===== src/rtl/rxf_pkg.sv =====
// Shared constants and types for the frame ID range filter bank.
// Assumes a 16-bit register layout and at most four windows.
package rxf_pkg;
    localparam int ID_W      = 11;
    localparam int NFILT     = 4;
    localparam int SEL_W     = $clog2(NFILT);
    localparam int NBND      = 2 * NFILT;
    localparam int WMODE_BIT = 15;
    localparam int BSEL_BIT  = 14;
    localparam int FSEL_LSB  = 12;
    localparam int MODE_LSB  = 8;

    typedef struct packed {
        logic             bsel;
        logic [SEL_W-1:0] fsel;
    } rxf_ptr_t;
endpackage


===== src/rtl/rxf_regs.sv =====
// Register decode: holds the boundary pointer and the control bits,
// and produces the boundary write request. Assumes the 16-bit layout in rxf_pkg.
module rxf_regs
    import rxf_pkg::*;
(
    input  logic             clk,
    input  logic             rst_n,
    input  logic             cfg_state,
    input  logic             cfg_wr,
    input  logic             cfg_full,
    input  logic [15:0]      cfg_wdata,
    input  logic             ctl_wr,
    input  logic [15:0]      ctl_wdata,
    output rxf_ptr_t         ptr_q,
    output logic             bnd_we,
    output rxf_ptr_t         bnd_wptr,
    output logic [ID_W-1:0]  bnd_wval,
    output logic [NFILT-1:0] en_q,
    output logic [NFILT-1:0] mode_q
);
    logic     cfg_take;
    rxf_ptr_t wptr;
    logic     unused_bits;

    // Decode the written pointer and decide whether a boundary store is allowed.
    always_comb begin
        cfg_take    = cfg_wr && cfg_full;
        wptr.bsel   = cfg_wdata[BSEL_BIT];
        wptr.fsel   = cfg_wdata[FSEL_LSB +: SEL_W];
        bnd_we      = cfg_take && !cfg_wdata[WMODE_BIT] && cfg_state;
        bnd_wptr    = wptr;
        bnd_wval    = cfg_wdata[ID_W-1:0];
        unused_bits = ^{cfg_wdata, ctl_wdata};
    end

    // Pointer register: follows every full-width write in any state.
    always_ff @(posedge clk) begin
        if (!rst_n)        ptr_q <= '0;
        else if (cfg_take) ptr_q <= wptr;
    end

    // Control register: enable and mode bits, writable at any time.
    always_ff @(posedge clk) begin
        if (!rst_n) begin
            en_q   <= '0;
            mode_q <= '0;
        end else if (ctl_wr) begin
            en_q   <= ctl_wdata[NFILT-1:0];
            mode_q <= ctl_wdata[MODE_LSB +: NFILT];
        end
    end
endmodule


===== src/rtl/rxf_bound_store.sv =====
// Boundary storage: 2*NFILT identifier values, one write port and one
// read port. Entry 2*n holds the lower bound of window n, 2*n+1 the upper.
module rxf_bound_store
    import rxf_pkg::*;
(
    input  logic                 clk,
    input  logic                 rst_n,
    input  logic                 we,
    input  rxf_ptr_t             wptr,
    input  logic [ID_W-1:0]      wval,
    input  rxf_ptr_t             rptr,
    output logic [ID_W-1:0]      rval,
    output logic [NBND*ID_W-1:0] bnd_flat
);
    logic [ID_W-1:0] bnd [NBND];
    logic [SEL_W:0]  widx;
    logic [SEL_W:0]  ridx;

    // Map pointers to entry indices.
    always_comb begin
        widx = {wptr.fsel, wptr.bsel};
        ridx = {rptr.fsel, rptr.bsel};
        rval = bnd[ridx];
    end

    for (genvar e = 0; e < NBND; e++) begin : g_ent
        // One boundary register, written when the write pointer names it.
        always_ff @(posedge clk) begin
            if (!rst_n)                        bnd[e] <= '0;
            else if (we && widx == (SEL_W+1)'(e)) bnd[e] <= wval;
        end
        assign bnd_flat[e*ID_W +: ID_W] = bnd[e];
    end
endmodule


===== src/rtl/rxf_match.sv =====
// Filter evaluation: inclusive window compare per filter and the combined
// accept/drop decision. Purely combinational.
module rxf_match
    import rxf_pkg::*;
(
    input  logic [NBND*ID_W-1:0] bnd_flat,
    input  logic [NFILT-1:0]     en,
    input  logic [NFILT-1:0]     mode,
    input  logic [ID_W-1:0]      id,
    output logic                 accept
);
    logic [NFILT-1:0] hit;

    for (genvar f = 0; f < NFILT; f++) begin : g_win
        logic [ID_W-1:0] lo;
        logic [ID_W-1:0] hi;
        assign lo     = bnd_flat[(2*f)*ID_W   +: ID_W];
        assign hi     = bnd_flat[(2*f+1)*ID_W +: ID_W];
        assign hit[f] = (id >= lo) && (id <= hi);
    end

    // Combine: any rejection hit drops; enabled acceptance windows must hit.
    always_comb begin
        logic rej_hit;
        logic acc_on;
        logic acc_hit;
        rej_hit = |(en & mode & hit);
        acc_on  = |(en & ~mode);
        acc_hit = |(en & ~mode & hit);
        accept  = !rej_hit && (!acc_on || acc_hit);
    end
endmodule


===== src/rtl/rxid_range_filter.sv =====
// Top: frame ID range filter bank with an indirect boundary register and
// a control register. Assumes a single register writer and NFILT <= 4.
module rxid_range_filter
    import rxf_pkg::*;
(
    input  logic            clk,
    input  logic            rst_n,
    input  logic            cfg_state,
    input  logic            cfg_wr,
    input  logic            cfg_full,
    input  logic [15:0]     cfg_wdata,
    output logic [15:0]     cfg_rdata,
    input  logic            ctl_wr,
    input  logic [15:0]     ctl_wdata,
    output logic [15:0]     ctl_rdata,
    input  logic [ID_W-1:0] chk_id,
    output logic            chk_accept
);
    rxf_ptr_t             ptr_q;
    rxf_ptr_t             bnd_wptr;
    logic                 bnd_we;
    logic [ID_W-1:0]      bnd_wval;
    logic [ID_W-1:0]      bnd_rval;
    logic [NFILT-1:0]     en_q;
    logic [NFILT-1:0]     mode_q;
    logic [NBND*ID_W-1:0] bnd_flat;

    rxf_regs u_regs (
        .clk(clk), .rst_n(rst_n), .cfg_state(cfg_state),
        .cfg_wr(cfg_wr), .cfg_full(cfg_full), .cfg_wdata(cfg_wdata),
        .ctl_wr(ctl_wr), .ctl_wdata(ctl_wdata),
        .ptr_q(ptr_q), .bnd_we(bnd_we), .bnd_wptr(bnd_wptr),
        .bnd_wval(bnd_wval), .en_q(en_q), .mode_q(mode_q)
    );

    rxf_bound_store u_store (
        .clk(clk), .rst_n(rst_n), .we(bnd_we), .wptr(bnd_wptr),
        .wval(bnd_wval), .rptr(ptr_q), .rval(bnd_rval), .bnd_flat(bnd_flat)
    );

    rxf_match u_match (
        .bnd_flat(bnd_flat), .en(en_q), .mode(mode_q),
        .id(chk_id), .accept(chk_accept)
    );

    // Assemble read views of both registers.
    always_comb begin
        cfg_rdata                          = '0;
        cfg_rdata[BSEL_BIT]                = ptr_q.bsel;
        cfg_rdata[FSEL_LSB +: SEL_W]       = ptr_q.fsel;
        cfg_rdata[ID_W-1:0]                = bnd_rval;
        ctl_rdata                          = '0;
        ctl_rdata[NFILT-1:0]               = en_q;
        ctl_rdata[MODE_LSB +: NFILT]       = mode_q;
    end
endmodule


===== config.mk =====
export PLATFORM = sky130hd
export DESIGN_NAME = rxid_range_filter
export DESIGN_NICKNAME = d
export VERILOG_FILES = /design/src/rtl/rxf_pkg.sv /design/src/rtl/rxf_regs.sv /design/src/rtl/rxf_bound_store.sv /design/src/rtl/rxf_match.sv /design/src/rtl/rxid_range_filter.sv
export SDC_FILE = /design/constraint.sdc
export NUM_CORES = 1
export LEC_CHECK = 0
export ABC_CLOCK_PERIOD_IN_PS = 3100
export BUFFER_PORTS_ARGS = -buffer_cell sky130_fd_sc_hd__buf_2
export CAP_MARGIN = 20
export CORE_MARGIN = 5
export CORE_UTILIZATION = 55
export CTS_CLUSTER_DIAMETER = 80
export CTS_CLUSTER_SIZE = 24
export DETAILED_ROUTE_END_ITERATION = 6
export HOLD_SLACK_MARGIN = 0.15
export MAX_ROUTING_LAYER = met4
export PLACE_DENSITY_LB_ADDON = 0.3
export SETUP_SLACK_MARGIN = 0.2
export SLEW_MARGIN = 30
export SYNTH_ARGS = -nofsm -noshare
export SYNTH_HDL_FRONTEND = slang
export SYNTH_SLANG_ARGS = --single-unit
export TNS_END_PERCENT = 1

===== constraint.sdc =====
create_clock -name clk -period 3.1 [get_ports clk]
set_input_delay 0.155 -clock clk [delete_from_list [all_inputs] [get_ports clk]]
set_output_delay 0.155 -clock clk [all_outputs]
set_load 0.005 [all_outputs]

Word-level counts from Yosys, hierarchy flattened. Memory sizes are Yosys's and may differ from the RTL's. A register that Yosys moved wholly into a read port is not among the register bits. Cells that the tools add are included. Widths: inputs -> output; s select.

Flip-flop bits (word level): 11. Latch bits: 0. RAM bits: 88. ROM bits: 0. Input bits: 49. Output and inout bits: 33. Logic and storage cells: 92. Memories: 1.

Memory list: u_store.bnd (depth 8, width 11, read ports 9, clocked after Yosys merged registers in 1, write ports 8, line rxf_bound_store.sv:15) `logic [ID_W-1:0] bnd [NBND];`.

Add/sub/neg operators: 0. $mul: 0. Divide/modulo/power cells: 0. Magnitude comparators: 8. Equality and inequality tests: 7. Shift-type cells: 0. Mux-type cells: 35. Bitwise logic cells: 13. Reductions and logical operators: 24.

Operators with widths (number): $mux 11 (8); $ge 11x11->1 (4); $le 11x11->1 (4); $mux 1 (25); $and 4x4->4 (4); $logic_and 1x1->1 (16); $eq 3x3->1 const B (4); $reduce_or 4->1 (3); $or 1x1->1 (8); $eq 3x2->1 const B (2); $mux 3 (2); $not 4->4 (1); $eq 3x1->1 const B (1); $logic_not 1->1 (3); $logic_not 3->1 (1); $logic_or 1x1->1 (1).

Logic depth before layout (Yosys ltp).
Depth in word-level cells: 8. Gate-level depth with buffers: 9. Depth with buffers taken out: 9.

Modules after synthesis. Synthesis repeated with hierarchy kept, for this count alone.

Cell total of the unflattened synthesis: 631. Area, all modules: 6864.1 µm².

By module, submodules not included: rxf_bound_store (times used 1, cells an instance 259, area each 4012.6 µm², sequential area each 2642.5 µm²); rxf_match (times used 1, cells an instance 307, area each 2244.7 µm², sequential area each 0.0 µm²); rxf_regs (times used 1, cells an instance 54, area each 528.0 µm², sequential area each 220.2 µm²); rxid_range_filter (times used 1, cells an instance 11, area each 78.8 µm², sequential area each 0.0 µm²).

Worst setup path after synthesis. No wires, ideal clock.

Path kind: register to output. From: mem u_store.bnd[6][0]. To: out chk_accept. Data arrival time: 1.972 ns. Data required time: 2.945 ns. Path slack: 0.973 ns. Cell stages (with the launch flop): 9. Path buffers: 0. Cell sequence: edfxtp_1 -> ha_1 -> nand2b_4 -> a211o_1 -> a2111oi_2 -> o21ai_1 -> nor3b_1 -> nor4_2 -> nor4_1.

RTL lines: from (decl) (line rxf_bound_store.sv:15); to (decl) (line rxid_range_filter.sv:17) `output logic chk_accept`.

==> reports/results.tsv <==
metric	value	unit
netlist_instances	607	
critical_path.max_fanout	2	
via_count	4991	
p_leak	3.40	nW
fin_cells	861	
start_util	56.2	%
globalplace.congestion	0.865	
yosysWarnings	0	
hold_violations	0	
wl_per_cell	19.3	um
synth_top_area_share	39.0	%
layout-drive-gt1-share	19.0	%
crit_arrival	2.66	ns
ys_types	45	
netlist.top_cell.by_area	edfxtp_1	
crit_family	compound AO/OA/AOI/OAI gates	
crit_end	chk_accept	
hold_path_class	in -> reg	
max_freq	355	MHz
slew_viol_final	0	
multi_input_area	3510	um^2
cp_num_cells	10	
syn_area	6780	um^2
grt_pass1_wl	25500	um
synthArstFlopShare	0	%
core	12100	um^2
cp_num_buf_inv	2	
crit_required	2.94	ns
crit_chain	inv_1 -> ha_1 -> a211oi_1 -> nor2_1 -> o31ai_1 -> a2bb2oi_1 -> o31ai_2 -> nor4_2 -> nor4_1 -> buf_2	
syn2layout_area_growth	14.1	%
worst-setup-path-type	reg -> out	
hpwl	12700	um
synth_area_leaders	edfxtp_1 (39%), ha_1 (16%), and2_1 (8.1%)	
worstSetupStartpointType	register	
tns	0	ns
ys_seq_elements	102	
die_x	121	um
slowest_delay	0.42	ns
fillers	932	
port_buffers	62	
ctsRootBufferMaster	clkbuf_16	
avgSynthCellArea	11.2	um^2
cap_violations	0	
grt_max_degree	23	
min_period	2.82	ns
synth_flop_cell	edfxtp_1	
r2r-start	u_regs.ptr_q[1]	
fin_skew	0.000161	ns
grt_pass1_vias	5017	
status	finished, final reports clean	
antenna_found_initial	0	
synth_edf_count	88	
slew_headroom	49.0	%
insertion_delay	0.34	ns
grt_overflow_total	0	
ys_seq_area_share	43.1	%
dieArea	14700	um^2
cts_made_buffers	9	
dp.cells	832	
setup_violations	0	
crit_start	u_store.bnd[1][4]	
fin_util	64.2	%
clock_path_buffers	2	
nNetsFinal	825	
htree_levels	3	
total_power	3.21	mW
regArea	2920	um^2
grt_usage	23.5	%
fp.dieH	121	um
viasPerCell	5.80	
cts_tree	built	
drt_iter0_drc	404	
cp_slowest_cell	edfxtp_1	
ant_nets	0	
clk_pin_slew_worst_paths	0.06	ns
crit_path_end_kind	output port	
fin_hold_ws	0.192	ns
reg2regPathDepth	2	
antenna_cells	0	
drt_pass1_iterations	6	
r2r_slack	2.34	ns
power_density	415	nW/um^2
finalCritPeriodShare	90.9	%
num_rows	40	
rsz0062_at_grt	false	
tightest_slew	0.762	ns
wl	16700	um
ios	82	
cts.sinks	102	
yosys-top-cells-count	and2_1 (88), edfxtp_1 (88), ha_1 (88), inv_1 (82), mux4_2 (22)	
drc	0	
peakVddDrop	333	uV
## worst min-delay path by stage
| stage | start | end | cells after the start |
|---|---|---|---|
| final | cfg_wdata[8] | u_store.bnd[1][8] | 2 |
| after global routing | cfg_wdata[8] | u_store.bnd[4][8] | 2 |
| after CTS | cfg_wdata[1] | u_store.bnd[1][1] | 2 |
| after detailed placement | ctl_wdata[10] | u_regs.mode_q[2] | 3 |
| after global placement | ctl_wdata[11] | u_regs.mode_q[3] | 3 |
| after floorplan | ctl_wdata[0] | u_regs.en_q[0] | 2 |
## layout by cell type (no fill, tap or decap), types with 9 or more instances in the layout
cell type / netlist / final
a21oi_1: 20 / 19
and2_1: 88 / 88
buf_2: 2 / 62
buf_4: 10 / 13
clkbuf_16: 0 / 9
conb_1: 1 / 10
dfxtp_1: 14 / 14
dlygate4sd3_1: 0 / 12
edfxtp_1: 88 / 88
ha_1: 88 / 88
inv_1: 82 / 82
mux2_2: 11 / 11
mux4_2: 22 / 22
nand2_1: 14 / 14
nand3_1: 9 / 9
nand4_1: 15 / 15
nor2_1: 19 / 19
nor2b_1: 12 / 12
o21ai_0: 19 / 18
## area by class of cell
type	instances	share of cell area (%)
Clock buffer	12	3.06
Clock inverter	4	0.307
Inverter	82	3.98
Multi-Input combinational cell	406	45.4
Sequential cell	102	37.8
Tap cell	168	2.72
Timing Repair Buffer	87	6.82
## stage by stage
stage	setup slack [ns]	instance area, um^2
2_1_floorplan	0.973	6820
3_3_place_gp	0.459	7290
3_5_place_dp	0.425	7290
4_1_cts	0.219	7670
5_1_grt	0.157	7740
6_report	0.281	7740
## per-layer routing
layer | routed length (um) | track usage (%)
met5 | 0 | -
met3 | 1170 | 4.34
met2 | 8310 | 38.4
met4 | 633 | 11.3
met1 | 6540 | 28.1
## flip-flops by register name (all words and copies together) (netlist names), named ones only
register       count
u_store.bnd       88
u_regs.mode_q      4
u_regs.en_q        4
u_regs.ptr_q       3
## where the power goes
part | switching [mW] | total (mW) | internal [mW]
logic | 0.323 | 0.588 | 0.265
registers | 0.0514 | 1.61 | 1.56
clock network | 0.467 | 1.01 | 0.541
## cell families after synthesis
| kind of cell | count (synthesis) | synth area share, % |
|---|---|---|
| buffers and inverters | 108 | 6.57 |
| and+or+nand+nor | 194 | 16.8 |
| DFF | 102 | 43.1 |
| adders and majority gates | 88 | 16.2 |
| muxes | 41 | 10.3 |
| other | 1 | 0.0553 |
| AOI/OAI and AO/OA | 73 | 6.88 |
## repair_timing
item | 4_1_cts | 5_1_grt
pin swaps | 1 | 4
buffers inserted | 0 | 1
hold buffers | 12 | 0
gates resized for setup | 1 | 11
endpoints found under the setup margin | 1 | 1
endpoints found under the hold margin | 12 | 0
gates cloned | 0 | 0
Power figures use the tool's default switching activity.
